`config.mk`:
```
export PLATFORM = sky130hd
export DESIGN_NAME = sertx_top
export DESIGN_NICKNAME = d
export VERILOG_FILES = /design/src/rtl/sertx_pkg.sv /design/src/rtl/sertx_ctrl.sv /design/src/rtl/sertx_dp.sv /design/src/rtl/sertx_top.sv
export SDC_FILE = /design/constraint.sdc
export NUM_CORES = 1
export LEC_CHECK = 0
export ABC_AREA = 1
export BUFFER_PORTS_ARGS = -buffer_cell sky130_fd_sc_hd__buf_2
export CELL_PAD_IN_SITES_DETAIL_PLACEMENT = 1
export CELL_PAD_IN_SITES_GLOBAL_PLACEMENT = 1
export CORE_UTILIZATION = 25
export DETAILED_ROUTE_END_ITERATION = 12
export GPL_TIMING_DRIVEN = 0
export PLACE_DENSITY = 0.61
export SLEW_MARGIN = 20
export SYNTH_ARGS = -nofsm -noshare
export SYNTH_HDL_FRONTEND = slang
export SYNTH_SLANG_ARGS = --single-unit
```
`constraint.sdc`:
```
create_clock -name clk -period 1.5 [get_ports clk]
set_input_delay 0.075 -clock clk [delete_from_list [all_inputs] [get_ports clk]]
set_output_delay 0.075 -clock clk [all_outputs]
set_load 0.05 [all_outputs]
```
`src/rtl/sertx_pkg.sv`:
```
package sertx_pkg;

  typedef enum logic [2:0] {
    ST_IDLE,
    ST_START,
    ST_DATA,
    ST_PARITY,
    ST_STOP1,
    ST_STOP2
  } txState_t;

  typedef enum logic [1:0] {
    PAR_NONE = 2'd0,
    PAR_EVEN = 2'd1,
    PAR_ODD  = 2'd2,
    PAR_ZERO = 2'd3
  } parMode_t;

  // strobes from the sequencer to the datapath
  typedef struct packed {
    logic load;    // copy holding register into shifter, drive start bit
    logic shift;   // drive next data bit
    logic parity;  // drive parity bit
    logic mark;    // drive a high (stop or idle) level
    logic flush;   // port disabled: drop everything
  } txStrobe_t;

endpackage

```
`src/rtl/sertx_ctrl.sv`:
```
module sertx_ctrl
  import sertx_pkg::*;
#(
  parameter int DATA_W        = 8,
  parameter int TICKS_PER_BIT = 16
) (
  input  logic      clk,
  input  logic      rstN,
  input  logic      portEn,
  input  logic      baudTick,
  input  logic      bufFull,
  input  logic      cfgLen8,
  input  logic [1:0] cfgParity,
  input  logic      cfgStop2,
  output txStrobe_t strb,
  output logic      txDone,
  output logic      frameActive
);

  localparam int CNT_W = (TICKS_PER_BIT > 1) ? $clog2(TICKS_PER_BIT) : 1;
  localparam int IDX_W = (DATA_W > 1) ? $clog2(DATA_W) : 1;
  localparam logic [CNT_W-1:0] LAST_TICK  = CNT_W'(TICKS_PER_BIT - 1);
  localparam logic [IDX_W-1:0] LAST_LONG  = IDX_W'(DATA_W - 1);
  localparam logic [IDX_W-1:0] LAST_SHORT = IDX_W'(DATA_W - 2);

  txState_t         state, nextState;
  logic [CNT_W-1:0] tickCnt;
  logic [IDX_W-1:0] bitIdx;
  logic             lenFull, parOn, stopTwo;
  logic             bitEnd, frameEnd, lastStopEnter;
  logic [IDX_W-1:0] lastDataIdx;

  assign bitEnd      = baudTick && (tickCnt == LAST_TICK);
  assign lastDataIdx = lenFull ? LAST_LONG : LAST_SHORT;
  assign frameActive = (state != ST_IDLE);

  always_comb begin
    nextState     = state;
    strb          = '0;
    frameEnd      = 1'b0;
    lastStopEnter = 1'b0;
    if (!portEn) begin
      nextState  = ST_IDLE;
      strb.flush = 1'b1;
    end else begin
      unique case (state)
        ST_IDLE: begin
          if (bufFull) begin
            nextState = ST_START;
            strb.load = 1'b1;
          end
        end
        ST_START: begin
          if (bitEnd) begin
            nextState  = ST_DATA;
            strb.shift = 1'b1;
          end
        end
        ST_DATA: begin
          if (bitEnd) begin
            if (bitIdx != lastDataIdx) begin
              strb.shift = 1'b1;
            end else if (parOn) begin
              nextState   = ST_PARITY;
              strb.parity = 1'b1;
            end else begin
              nextState     = ST_STOP1;
              strb.mark     = 1'b1;
              lastStopEnter = !stopTwo;
            end
          end
        end
        ST_PARITY: begin
          if (bitEnd) begin
            nextState     = ST_STOP1;
            strb.mark     = 1'b1;
            lastStopEnter = !stopTwo;
          end
        end
        ST_STOP1: begin
          if (bitEnd) begin
            if (stopTwo) begin
              nextState     = ST_STOP2;
              strb.mark     = 1'b1;
              lastStopEnter = 1'b1;
            end else begin
              frameEnd = 1'b1;
            end
          end
        end
        ST_STOP2: begin
          if (bitEnd) frameEnd = 1'b1;
        end
        default: nextState = ST_IDLE;
      endcase
      if (frameEnd) begin
        if (bufFull) begin
          nextState = ST_START;
          strb.load = 1'b1;
        end else begin
          nextState = ST_IDLE;
          strb.mark = 1'b1;
        end
      end
    end
  end

  always_ff @(posedge clk or negedge rstN) begin
    if (!rstN) begin
      state   <= ST_IDLE;
      tickCnt <= '0;
      bitIdx  <= '0;
      lenFull <= 1'b1;
      parOn   <= 1'b0;
      stopTwo <= 1'b0;
      txDone  <= 1'b0;
    end else begin
      state  <= nextState;
      txDone <= lastStopEnter;
      if (strb.load || strb.flush) begin
        tickCnt <= '0;
      end else if (frameActive && baudTick) begin
        tickCnt <= bitEnd ? '0 : tickCnt + 1'b1;
      end
      if (strb.load) begin
        bitIdx  <= '0;
        lenFull <= cfgLen8;
        parOn   <= (parMode_t'(cfgParity) != PAR_NONE);
        stopTwo <= cfgStop2;
      end else if (state == ST_DATA && bitEnd) begin
        bitIdx <= bitIdx + 1'b1;
      end
    end
  end


  done_one_cycle_chk: assert property (@(posedge clk) disable iff (!rstN)
    txDone |=> !txDone);


  disable_idle_chk: assert property (@(posedge clk) disable iff (!rstN)
    !portEn |=> (state == ST_IDLE && !txDone));


  tick_hold_chk: assert property (@(posedge clk) disable iff (!rstN)
    (portEn && frameActive && !baudTick && !frameEnd) |=> (state == $past(state)));

endmodule

```
`src/rtl/sertx_dp.sv`:
```
module sertx_dp
  import sertx_pkg::*;
#(
  parameter int DATA_W = 8
) (
  input  logic              clk,
  input  logic              rstN,
  input  logic              portEn,
  input  logic              txEn,
  input  logic              bufWr,
  input  logic [DATA_W-1:0] bufData,
  input  logic              cfgLen8,
  input  logic [1:0]        cfgParity,
  input  txStrobe_t         strb,
  output logic              bufFull,
  output logic              serOut
);

  localparam logic [DATA_W-1:0] MASK_LONG  = {DATA_W{1'b1}};
  localparam logic [DATA_W-1:0] MASK_SHORT = {1'b0, {(DATA_W-1){1'b1}}};

  logic [DATA_W-1:0] bufReg, shiftReg, dataMask;
  logic              parBit, parNext, onesOdd, lineReg, wrAccept;

  assign wrAccept = bufWr && portEn && txEn;
  assign dataMask = cfgLen8 ? MASK_LONG : MASK_SHORT;
  assign onesOdd  = ^(bufReg & dataMask);

  always_comb begin
    unique case (parMode_t'(cfgParity))
      PAR_EVEN: parNext = onesOdd;
      PAR_ODD:  parNext = !onesOdd;
      default:  parNext = 1'b0;
    endcase
  end

  always_ff @(posedge clk or negedge rstN) begin
    if (!rstN) begin
      bufReg   <= '0;
      bufFull  <= 1'b0;
      shiftReg <= '0;
      parBit   <= 1'b0;
      lineReg  <= 1'b1;
    end else if (strb.flush) begin
      bufFull <= 1'b0;
      lineReg <= 1'b1;
    end else begin
      if (strb.load) begin
        shiftReg <= bufReg;
        parBit   <= parNext;
        lineReg  <= 1'b0;
        bufFull  <= 1'b0;
      end else if (strb.shift) begin
        lineReg  <= shiftReg[0];
        shiftReg <= {1'b0, shiftReg[DATA_W-1:1]};
      end else if (strb.parity) begin
        lineReg <= parBit;
      end else if (strb.mark) begin
        lineReg <= 1'b1;
      end
      if (wrAccept) begin
        bufReg  <= bufData;
        bufFull <= 1'b1;
      end
    end
  end

  assign serOut = portEn && lineReg;


  load_needs_data_chk: assert property (@(posedge clk) disable iff (!rstN)
    strb.load |-> bufFull);


  gated_write_chk: assert property (@(posedge clk) disable iff (!rstN)
    (bufWr && !txEn && !bufFull) |=> !bufFull);

endmodule

```
`src/rtl/sertx_top.sv`:
```
module sertx_top
  import sertx_pkg::*;
#(
  parameter int DATA_W        = 8,
  parameter int TICKS_PER_BIT = 16
) (
  input  logic              clk,
  input  logic              rstN,
  input  logic              portEn,
  input  logic              txEn,
  input  logic              baudTick,
  input  logic              bufWr,
  input  logic [DATA_W-1:0] bufData,
  input  logic              cfgLen8,
  input  logic [1:0]        cfgParity,
  input  logic              cfgStop2,
  output logic              serOut,
  output logic              txDone,
  output logic              txBusy
);

  txStrobe_t strb;
  logic      bufFull;
  logic      frameActive;

  sertx_ctrl #(
    .DATA_W       (DATA_W),
    .TICKS_PER_BIT(TICKS_PER_BIT)
  ) u_ctrl (
    .clk        (clk),
    .rstN       (rstN),
    .portEn     (portEn),
    .baudTick   (baudTick),
    .bufFull    (bufFull),
    .cfgLen8    (cfgLen8),
    .cfgParity  (cfgParity),
    .cfgStop2   (cfgStop2),
    .strb       (strb),
    .txDone     (txDone),
    .frameActive(frameActive)
  );

  sertx_dp #(
    .DATA_W(DATA_W)
  ) u_dp (
    .clk      (clk),
    .rstN     (rstN),
    .portEn   (portEn),
    .txEn     (txEn),
    .bufWr    (bufWr),
    .bufData  (bufData),
    .cfgLen8  (cfgLen8),
    .cfgParity(cfgParity),
    .strb     (strb),
    .bufFull  (bufFull),
    .serOut   (serOut)
  );

  assign txBusy = bufFull || frameActive;


  done_on_mark_chk: assert property (@(posedge clk) disable iff (!rstN)
    (txDone && portEn) |-> (serOut && txBusy));


  busy_on_start_chk: assert property (@(posedge clk) disable iff (!rstN)
    (portEn && $past(portEn) && $fell(serOut)) |-> txBusy);

endmodule

```
==> impl_metrics.json, run 1 <==
{
  "status": "finished, violations left",
  "violations": "negative setup slack",
  "crit_slowest_cell": "dfrtp_1",
  "cp-end-kind": "flop",
  "drt-initial-drc-count": 47,
  "htreeDepth": 2,
  "critPathTopFamily": "simple AND/OR/NAND/NOR gates",
  "path_buf_inv": 2,
  "required_ns": 1.68,
  "min_period_ns": 1.591,
  "cts_buffer_depth": 2,
  "routedWlPerCell_um": 12.84,
  "fin_skew_ns": 0.008140,
  "yosys_warnings": 0,
  "hold_depth": 3,
  "root_buffer": "clkbuf_8",
  "crit_fanout": 8,
  "grt_pass1_vias": 1705,
  "grt.met3_usage": 0.02770,
  "max_stage_delay_ns": 0.37,
  "worst_slew_pin_slew_ns": 0.8009,
  "path_cells": "ha_2 > nand2_2 > nor2_4 > nand2_2 > inv_4 > nand2_8 > buf_6 > o21ai_4 > a21oi_2",
  "io_pins": 21,
  "start_util": 0.2596,
  "rsz0062_at_grt": "true",
  "path_clk_slew_ns": 0.08,
  "die-width_um": 89.02,
  "port_buffers": 20,
  "grt_usage": 0.1368,
  "dp_hpwl_um": 3515,
  "finalSetupViolCount": 18,
  "die_height_um": 89.02,
  "grt_overflow": 0,
  "synth.distinct_cells": 29,
  "dieArea_um2": 7925,
  "timing.final.ws_setup_ns": -0.09147,
  "rows": 31,
  "mostFrequentLayoutCells": "71 x nand2_1, 28 x dfrtp_1, 26 x inv_1, 26 x nor2_1, 20 x buf_2",
  "final_common_cell": "nand2_1",
  "final-hold-violation-count": 0,
  "clkLatencyLatePin_ns": 0.29,
  "maxCapViolations": 0,
  "drc": 0,
  "ff2ff_path_depth": 9,
  "fin_crit_sh": 1.061,
  "postRouteAntennaNets": 0,
  "drive_above_1_share": 0.3444,
  "dp.cells": 377,
  "grt_max_degree": 34,
  "grtUsageMet1": 0.1678,
  "yosysSeqAreaShare": 0.4375,
  "cts_tree": "yes",
  "fmax_ghz": 0.6283,
  "vdd_ir_drop_max_mv": 0.4241,
  "leakage_nw": 1.298,
  "drv_slew": 0,
  "dr.pass1.iters": 4,
  "instances_no_fill": 401,
  "syn_avg_cell_area_um2": 7.337,
  "grt_first_pass_wirelength_um": 8100,
  "slew_headroom": 0.4660,
  "vias": 1783,
  "critical_path_arrival_ns": 1.77,
  "place.gp.congestion": 0.7786,
  "crit_top_cell": "nand2_2",
  "syn_inst": 258,
  "fillCellCount": 920,
  "hold_path.class": "input pin to flop",
  "grt.met2_usage": 0.2413,
  "syn_nets": 278,
  "routed_wl_um": 5147,
  "diodes": 0,
  "startpoint_type": "flop",
  "synth_seq_cells": 33,
  "total_power_mw": 3.808,
  "p_per_area_nw_per_um2": 1481,
  "syn_to_final_growth_pct": 35.82,
  "cts_sinks": 33,
  "grt_busiest_layer": "met2",
  "antenna_found_initial": 0,
  "path_class": "flop to flop",
  "layout.nets": 321,
  "numCtsBuffers": 5,
  "viasPerCell": 4.446,
  "finish.utilization": 0.3526,
  "crit_cells": 9,
  "netlist_area_um2": 1893,
  "core_area_um2": 7292
}
[where the power goes]
group | total, mW | switching (mW) | internal [mW]
registers | 1.41 | 0.242 | 1.17
clock network | 0.891 | 0.349 | 0.542
logic | 1.51 | 0.889 | 0.619
total | 3.81 | 1.48 | 2.33
[worst min-delay path: stages]
cell and delay (ns):
buf_2 0.08, nand2_1 0.05, o21ai_2 0.06
[synth_stat cells]
| cell type | number | area share |
|---|---|---|
| nand2_1 | 82 | 0.16 |
| dfrtp_1 | 31 | 0.41 |
| inv_1 | 29 | 0.057 |
| nor2_1 | 29 | 0.057 |
| nand3_1 | 17 | 0.045 |
| o21ai_0 | 16 | 0.042 |
| a21oi_1 | 12 | 0.032 |
| nand2_2 | 7 | 0.023 |
| a21oi_2 | 4 | 0.019 |
| nand2_4 | 4 | 0.024 |
| nand4_1 | 4 | 0.013 |
| dfstp_2 | 2 | 0.028 |
| ha_1 | 2 | 0.013 |
| inv_2 | 2 | 0.0040 |
| nor2_2 | 2 | 0.0066 |
| xor2_1 | 2 | 0.0093 |
| a21boi_0 | 1 | 0.0040 |
| a31o_2 | 1 | 0.0046 |
| buf_2 | 1 | 0.0026 |
| buf_4 | 1 | 0.0040 |
| buf_8 | 1 | 0.0079 |
| clkbuf_1 | 1 | 0.0020 |
| clkinv_4 | 1 | 0.0046 |
| mux2_2 | 1 | 0.0059 |
| nor2_4 | 1 | 0.0059 |
| nor3_1 | 1 | 0.0026 |
| o211ai_1 | 1 | 0.0040 |
| o21ai_1 | 1 | 0.0026 |
| or2_1 | 1 | 0.0033 |
[repair_timing]
item / in CTS / in global routing
cloned: 2 / 0
buffers inserted: 8 / 5
resized for setup: 33 / 36
setup endpoints to repair: 22 / 26
hold endpoints to repair: 31 / 0
hold buffers: 1 / 0
pin swaps: 12 / 10
[state kept, by name, indices dropped and copies added (netlist names), 3 cells and up]
register        flops
u_ctrl.bitIdx       3
u_dp.shiftReg       8
u_ctrl.tickCnt      4
u_dp.bufReg         8
u_ctrl.state        3
[final cells by class]
type / count / area, um2 / share of cell area
flip-flops and latches: 33 / 832.0 / 0.3236
well taps: 99 / 123.9 / 0.04818
plain buffers: 4 / 40.04 / 0.01557
inverters: 32 / 140.1 / 0.05450
repair buffers: 36 / 256.5 / 0.09976
clock buffers: 7 / 86.33 / 0.03358
multi-input cells: 189 / 1062 / 0.4131
clock inverters: 1 / 30.03 / 0.01168
[worst paths after layout]
kind / from / end / slack [ns]
max reg2reg: u_ctrl.tickCnt[0] / u_dp.shiftReg[5] / -0.09
min: cfgStop2 / u_ctrl.stopTwo / 0.01
min reg2reg: u_dp.lineReg / u_dp.lineReg / 0.50
max in group asynchronous: rstN / u_ctrl.state[0] / 0.53
max: u_ctrl.tickCnt[0] / u_dp.shiftReg[5] / -0.09
min in group asynchronous: rstN / u_ctrl.tickCnt[2] / 0.40
[routing by layer]
metal,wire [um],vias to the layer above
met4,70,0
met5,0,-
met3,136,7
li1,-,901
met1,2385,845
met2,2556,30
[stage by stage]
| step | hold WS, ns | area, um2 | TNS, ns | setup slack (ns) |
|---|---|---|---|---|
| global route | 0.01771 | 2571 | -2.670 | -0.1632 |
| detailed placement | 0.2130 | 2120 | -2.403 | -0.1804 |
| CTS | 0.007155 | 2419 | -1.057 | -0.07556 |
| global placement | 0.2054 | 2120 | -2.123 | -0.1738 |
| floorplan | -0.2206 | 1896 | 0 | 0.06222 |
| finish | 0.01255 | 2571 | -0.5853 | -0.09147 |
[cells by family after synthesis]
family | Yosys count | synth area share
simple gates | 148 | 0.3437
compound gates | 36 | 0.1077
fa+ha+maj | 2 | 0.01322
xor+xnor | 2 | 0.009255
buf+inv | 36 | 0.08261
mux | 1 | 0.005948
flops | 33 | 0.4375
Note: power is estimated with default switching activity, not from simulation.
==> run 2, diff against run 1 <==
--- a/config.mk
+++ b/config.mk
@@ -9,10 +9,10 @@
 export BUFFER_PORTS_ARGS = -buffer_cell sky130_fd_sc_hd__buf_2
 export CELL_PAD_IN_SITES_DETAIL_PLACEMENT = 1
 export CELL_PAD_IN_SITES_GLOBAL_PLACEMENT = 1
-export CORE_UTILIZATION = 25
+export CORE_UTILIZATION = 31
 export DETAILED_ROUTE_END_ITERATION = 12
 export GPL_TIMING_DRIVEN = 0
-export PLACE_DENSITY = 0.61
+export PLACE_DENSITY = 0.69
 export SLEW_MARGIN = 20
 export SYNTH_ARGS = -nofsm -noshare
 export SYNTH_HDL_FRONTEND = slang
==> constraint.sdc (replaced) <==
create_clock -name clk -period 1.85 [get_ports clk]
set_input_delay 0.0925 -clock clk [delete_from_list [all_inputs] [get_ports clk]]
set_output_delay 0.0925 -clock clk [all_outputs]
set_load 0.05 [all_outputs]
==> impl_metrics.json, run 2 (synthesis results as in run 1) <==
{
  "status": "finished clean",
  "maxUsedRoutingLayer": "met4",
  "vdd_ir_drop_max_mv": 0.4304,
  "die-width_um": 80.15,
  "instances_no_fill": 362,
  "clkLatencyLatePin_ns": 0.29,
  "hold_slack_ns": 0.01856,
  "syn_to_final_growth_pct": 16.13,
  "start_util": 0.3197,
  "leakage_nw": 1.175,
  "final-seq-area_um2": 828.3,
  "grt_first_pass_wirelength_um": 7941,
  "finalSetupTns_ns": 0,
  "grt_max_degree": 34,
  "core_area_um2": 5921,
  "finalSetupViolCount": 0,
  "cp-end-kind": "flop",
  "hold_path.class": "input pin to flop",
  "io_pins": 21,
  "dpl_cell_area_um2": 2087,
  "critical_path_arrival_ns": 1.82,
  "numCtsBuffers": 5,
  "drive_above_1_share": 0.1951,
  "p_per_area_nw_per_um2": 1192,
  "layout.nets": 306,
  "grt_usage": 0.1630,
  "cts_sinks": 33,
  "crit_fanout": 10,
  "path_class": "flop to flop",
  "total_power_mw": 2.621,
  "final_common_cell": "nand2_1",
  "drt-initial-drc-count": 35,
  "wl_met1_um": 2214,
  "worst_slew_pin_slew_ns": 0.7702,
  "dp.cells": 353,
  "cts_buffer_depth": 2,
  "htreeDepth": 2,
  "viasPerCell": 4.613,
  "required_ns": 2.02,
  "startpoint_type": "flop",
  "routedWlPerCell_um": 12.42,
  "mostFrequentLayoutCells": "82 x nand2_1, 31 x dfrtp_1, 29 x nor2_1, 29 x inv_1, 21 x buf_2",
  "maxCapViolations": 0,
  "postRouteAntennaNets": 0,
  "fmax_ghz": 0.6071,
  "vias": 1670,
  "port_buffers": 20,
  "fin_skew_ns": 0.004895,
  "drv_slew": 0,
  "place.gp.congestion": 0.8137,
  "multi_input_area_um2": 908.4,
  "die_height_um": 80.15,
  "met2_length_um": 2093,
  "antenna_found_initial": 0,
  "final-hold-violation-count": 0,
  "routed_wl_um": 4497,
  "rsz0062_at_grt": "false",
  "path_clk_slew_ns": 0.07,
  "fin_area_um2": 2198,
  "root_buffer": "clkbuf_8",
  "grt_overflow": 0,
  "grt_pass1_vias": 1737,
  "met3_length_um": 114,
  "fillCellCount": 772,
  "fin_crit_sh": 0.8904,
  "min_period_ns": 1.647,
  "slew_headroom": 0.4866,
  "rows": 28,
  "largestRegisters": "u_dp.bufReg x8, u_dp.shiftReg x8, u_ctrl.tickCnt x4",
  "dieArea_um2": 6423,
  "dp_hpwl_um": 3436,
  "cts_tree": "yes",
  "drc": 0,
  "dr.pass1.iters": 4,
  "diodes": 0
}
## run 2: power breakdown
group | internal [mW] | switching, mW | total (mW)
Sequential | 0.940 | 0.163 | 1.10
Combinational | 0.313 | 0.588 | 0.901
Clock | 0.337 | 0.280 | 0.616
Total | 1.59 | 1.03 | 2.62
## run 2: final timing paths
path / startpoint / endpoint / slack (ns) / cells after the start
worst max register to register: u_ctrl.tickCnt[0] / u_dp.shiftReg[4] / 0.20 / 9
worst min register to register: u_dp.shiftReg[6] / u_dp.shiftReg[6] / 0.49 / 2
worst max-delay path: u_ctrl.tickCnt[0] / u_dp.shiftReg[4] / 0.20 / 9
max in group asynchronous: rstN / u_ctrl.tickCnt[0] / 0.95 / 2
worst min-delay path: cfgStop2 / u_ctrl.stopTwo / 0.02 / 3
min in group asynchronous: rstN / u_dp.bufReg[0] / 0.42 / 2
## run 2: worst max-delay path, stage by stage (launching register included)
cell	delay, ns
dfrtp_1	0.43
ha_1	0.19
nand2_1	0.09
nor2_4	0.17
nand2_4	0.10
nand2_4	0.08
nand2_4	0.09
buf_4	0.18
o21ai_0	0.10
a21oi_1	0.09
## run 2: cell type report
class | count | share of cell area
Timing Repair Buffer | 21 | 0.05009
Inverter | 32 | 0.05692
Multi-Input combinational cell | 189 | 0.4132
Clock inverter | 1 | 0.002277
Buffer | 4 | 0.01423
Sequential cell | 33 | 0.3768
Clock buffer | 7 | 0.04382
Tap cell | 75 | 0.04269
## run 2: stage by stage
stage	util	worst slack [ns]
2_1_floorplan	-	0.2822
3_3_place_gp	0.3525	0.2327
3_5_place_dp	0.3525	0.2108
4_1_cts	0.3713	0.2014
5_1_grt	0.3713	0.03402
6_report	0.3713	0.2028
## run 2: repair_timing
item                                    CTS  global route
endpoints found under the hold margin    31             0
resized for setup                         0             0
hold buffers                              1             0
endpoints found under the setup margin    0             0
setup buffers                             0             0
## run 2: metal layers
metal / track usage / up-vias
met5: 0 / -
met4: 0.06429 / 0
met3: 0.03409 / 5
met2: 0.2709 / 17
met1: 0.2050 / 778
li1: - / 870
==> run 3, diff against run 2 <==
--- a/config.mk
+++ b/config.mk
@@ -9,6 +9,7 @@
 export BUFFER_PORTS_ARGS = -buffer_cell sky130_fd_sc_hd__buf_2
 export CELL_PAD_IN_SITES_DETAIL_PLACEMENT = 1
 export CELL_PAD_IN_SITES_GLOBAL_PLACEMENT = 1
+export CORE_ASPECT_RATIO = 1.5
 export CORE_UTILIZATION = 31
 export DETAILED_ROUTE_END_ITERATION = 12
 export GPL_TIMING_DRIVEN = 0
==> impl_metrics.json, run 3 (synthesis results as in run 1) <==
{
  "grt_overflow": 0,
  "critPathLaunch": "u_ctrl.tickCnt[0]",
  "cts_buffer_depth": 2,
  "final-seq-area_um2": 828.3,
  "rsz0062_at_grt": "false",
  "r2r_end": "u_ctrl.bitIdx[1]",
  "clkLatencyLatePin_ns": 0.29,
  "dp.cells": 350,
  "grt_max_degree": 34,
  "timing.final.ws_setup_ns": 0.1970,
  "layout.nets": 306,
  "die-width_um": 65.81,
  "multi_input_area_um2": 908.4,
  "dr.pass1.iters": 4,
  "instances_no_fill": 359,
  "viasPerCell": 4.880,
  "drive_above_1_share": 0.1916,
  "drt-initial-drc-count": 66,
  "grt.met2_usage": 0.3203,
  "vias": 1752,
  "hold_depth": 2,
  "dieArea_um2": 6430,
  "finalSetupViolCount": 0,
  "numCtsBuffers": 5,
  "path_clk_slew_ns": 0.07,
  "grt_first_pass_wirelength_um": 8231,
  "post_cts_buffers": 0,
  "finalSetupTns_ns": 0,
  "status": "finished clean",
  "holdPathEnd": "u_dp.bufReg[7]",
  "grt.met3_usage": 0.03286,
  "vdd_ir_drop_max_mv": 0.4542,
  "reg2reg_slack_ns": 0.20,
  "htreeDepth": 2,
  "leakage_nw": 1.179,
  "worst_slew_pin_slew_ns": 0.7919,
  "critical_path_arrival_ns": 1.83,
  "diodes": 0,
  "fin_area_um2": 2210,
  "die_height_um": 97.71,
  "fin_crit_sh": 0.8935,
  "dp_slack_ns": 0.1846,
  "required_ns": 2.03,
  "total_power_mw": 2.728,
  "startpoint_type": "flop",
  "cts_resized": 0,
  "p_per_area_nw_per_um2": 1235,
  "cts_tree": "yes",
  "grt_usage": 0.1666,
  "min_period_ns": 1.653,
  "hold_slack_ns": 0.04147,
  "mostFrequentLayoutCells": "82 x nand2_1, 31 x dfrtp_1, 29 x nor2_1, 29 x inv_1, 21 x buf_2",
  "dp_hpwl_um": 3581,
  "grt_busiest_layer": "met2",
  "hold_path.class": "input pin to flop",
  "postRouteAntennaNets": 0,
  "syn_to_final_growth_pct": 16.72,
  "cp-end-kind": "flop",
  "start_util": 0.3248,
  "fin_skew_ns": 0.008513,
  "cts_sinks": 33,
  "grtUsageMet1": 0.1680,
  "core_area_um2": 5828,
  "root_buffer": "clkbuf_8",
  "rows": 34,
  "drv_slew": 0,
  "antenna_found_initial": 0,
  "holdCritStartpoint": "bufData[7]",
  "maxCapViolations": 0,
  "path_class": "flop to flop",
  "largestRegisters": "u_dp.bufReg x8, u_dp.shiftReg x8, u_ctrl.tickCnt x4",
  "crit_fanout": 5,
  "dpl_cell_area_um2": 2083,
  "io_pins": 21,
  "routedWlPerCell_um": 12.92,
  "grt_pass1_vias": 1896,
  "final_common_cell": "nand2_1",
  "drc": 0,
  "finish.utilization": 0.3791,
  "place.gp.congestion": 0.8146,
  "ff2ff_path_depth": 8,
  "routed_wl_um": 4637,
  "port_buffers": 20,
  "slew_headroom": 0.4721,
  "fmax_ghz": 0.6050,
  "final-hold-violation-count": 0,
  "rr_startpoint": "u_ctrl.tickCnt[0]",
  "fillCellCount": 754
}
-- run 3: what timing repair did --
action / 4_1_cts / 5_1_grt
hold buffers: 1 / 0
endpoints found under the setup margin: 0 / 0
hold endpoints to repair: 31 / 0
-- run 3: worst max path at each step --
stage	slack [ns]	cells past startpoint	to
floorplan	0.28	7	u_ctrl.state[0]
CTS	0.17	9	u_dp.shiftReg[5]
global placement	0.19	9	u_dp.shiftReg[1]
global route	0.009	8	u_ctrl.bitIdx[1]
finish	0.20	8	u_ctrl.bitIdx[1]
detailed placement	0.18	9	u_dp.shiftReg[3]
-- run 3: routing by layer --
metal	share of wire	wire, um	vias to the layer above
met2	0.56	2600	26
met3	0.025	115	9
met4	0.017	80	0
met1	0.40	1840	850
li1	-	-	867
met5	0	0	-
-- run 3: cell type report --
type                    count  area share
plain buffers               4     0.01416
multi-input cells         189      0.4111
clock inverters             1     0.01359
flip-flops and latches     33      0.3749
inverters                  32     0.05663
well taps                  72     0.04077
clock buffers               7     0.03907
repair buffers             21     0.04983
-- run 3: power by group --
group	switching, mW	internal, mW	leakage [nW]	total, mW
registers	0.172	0.941	0.405	1.11
logic	0.588	0.313	0.716	0.901
clock network	0.276	0.439	0.0585	0.715
total	1.04	1.69	1.18	2.73
-- run 3: critical path, cell delays in order, from the launching register on --
cell and delay (ns):
dfrtp_1 0.42, ha_1 0.20, nand2_1 0.09, nor2_4 0.17, inv_1 0.13, nor2_2 0.21
nor2_1 0.09, a21boi_0 0.17, inv_1 0.05
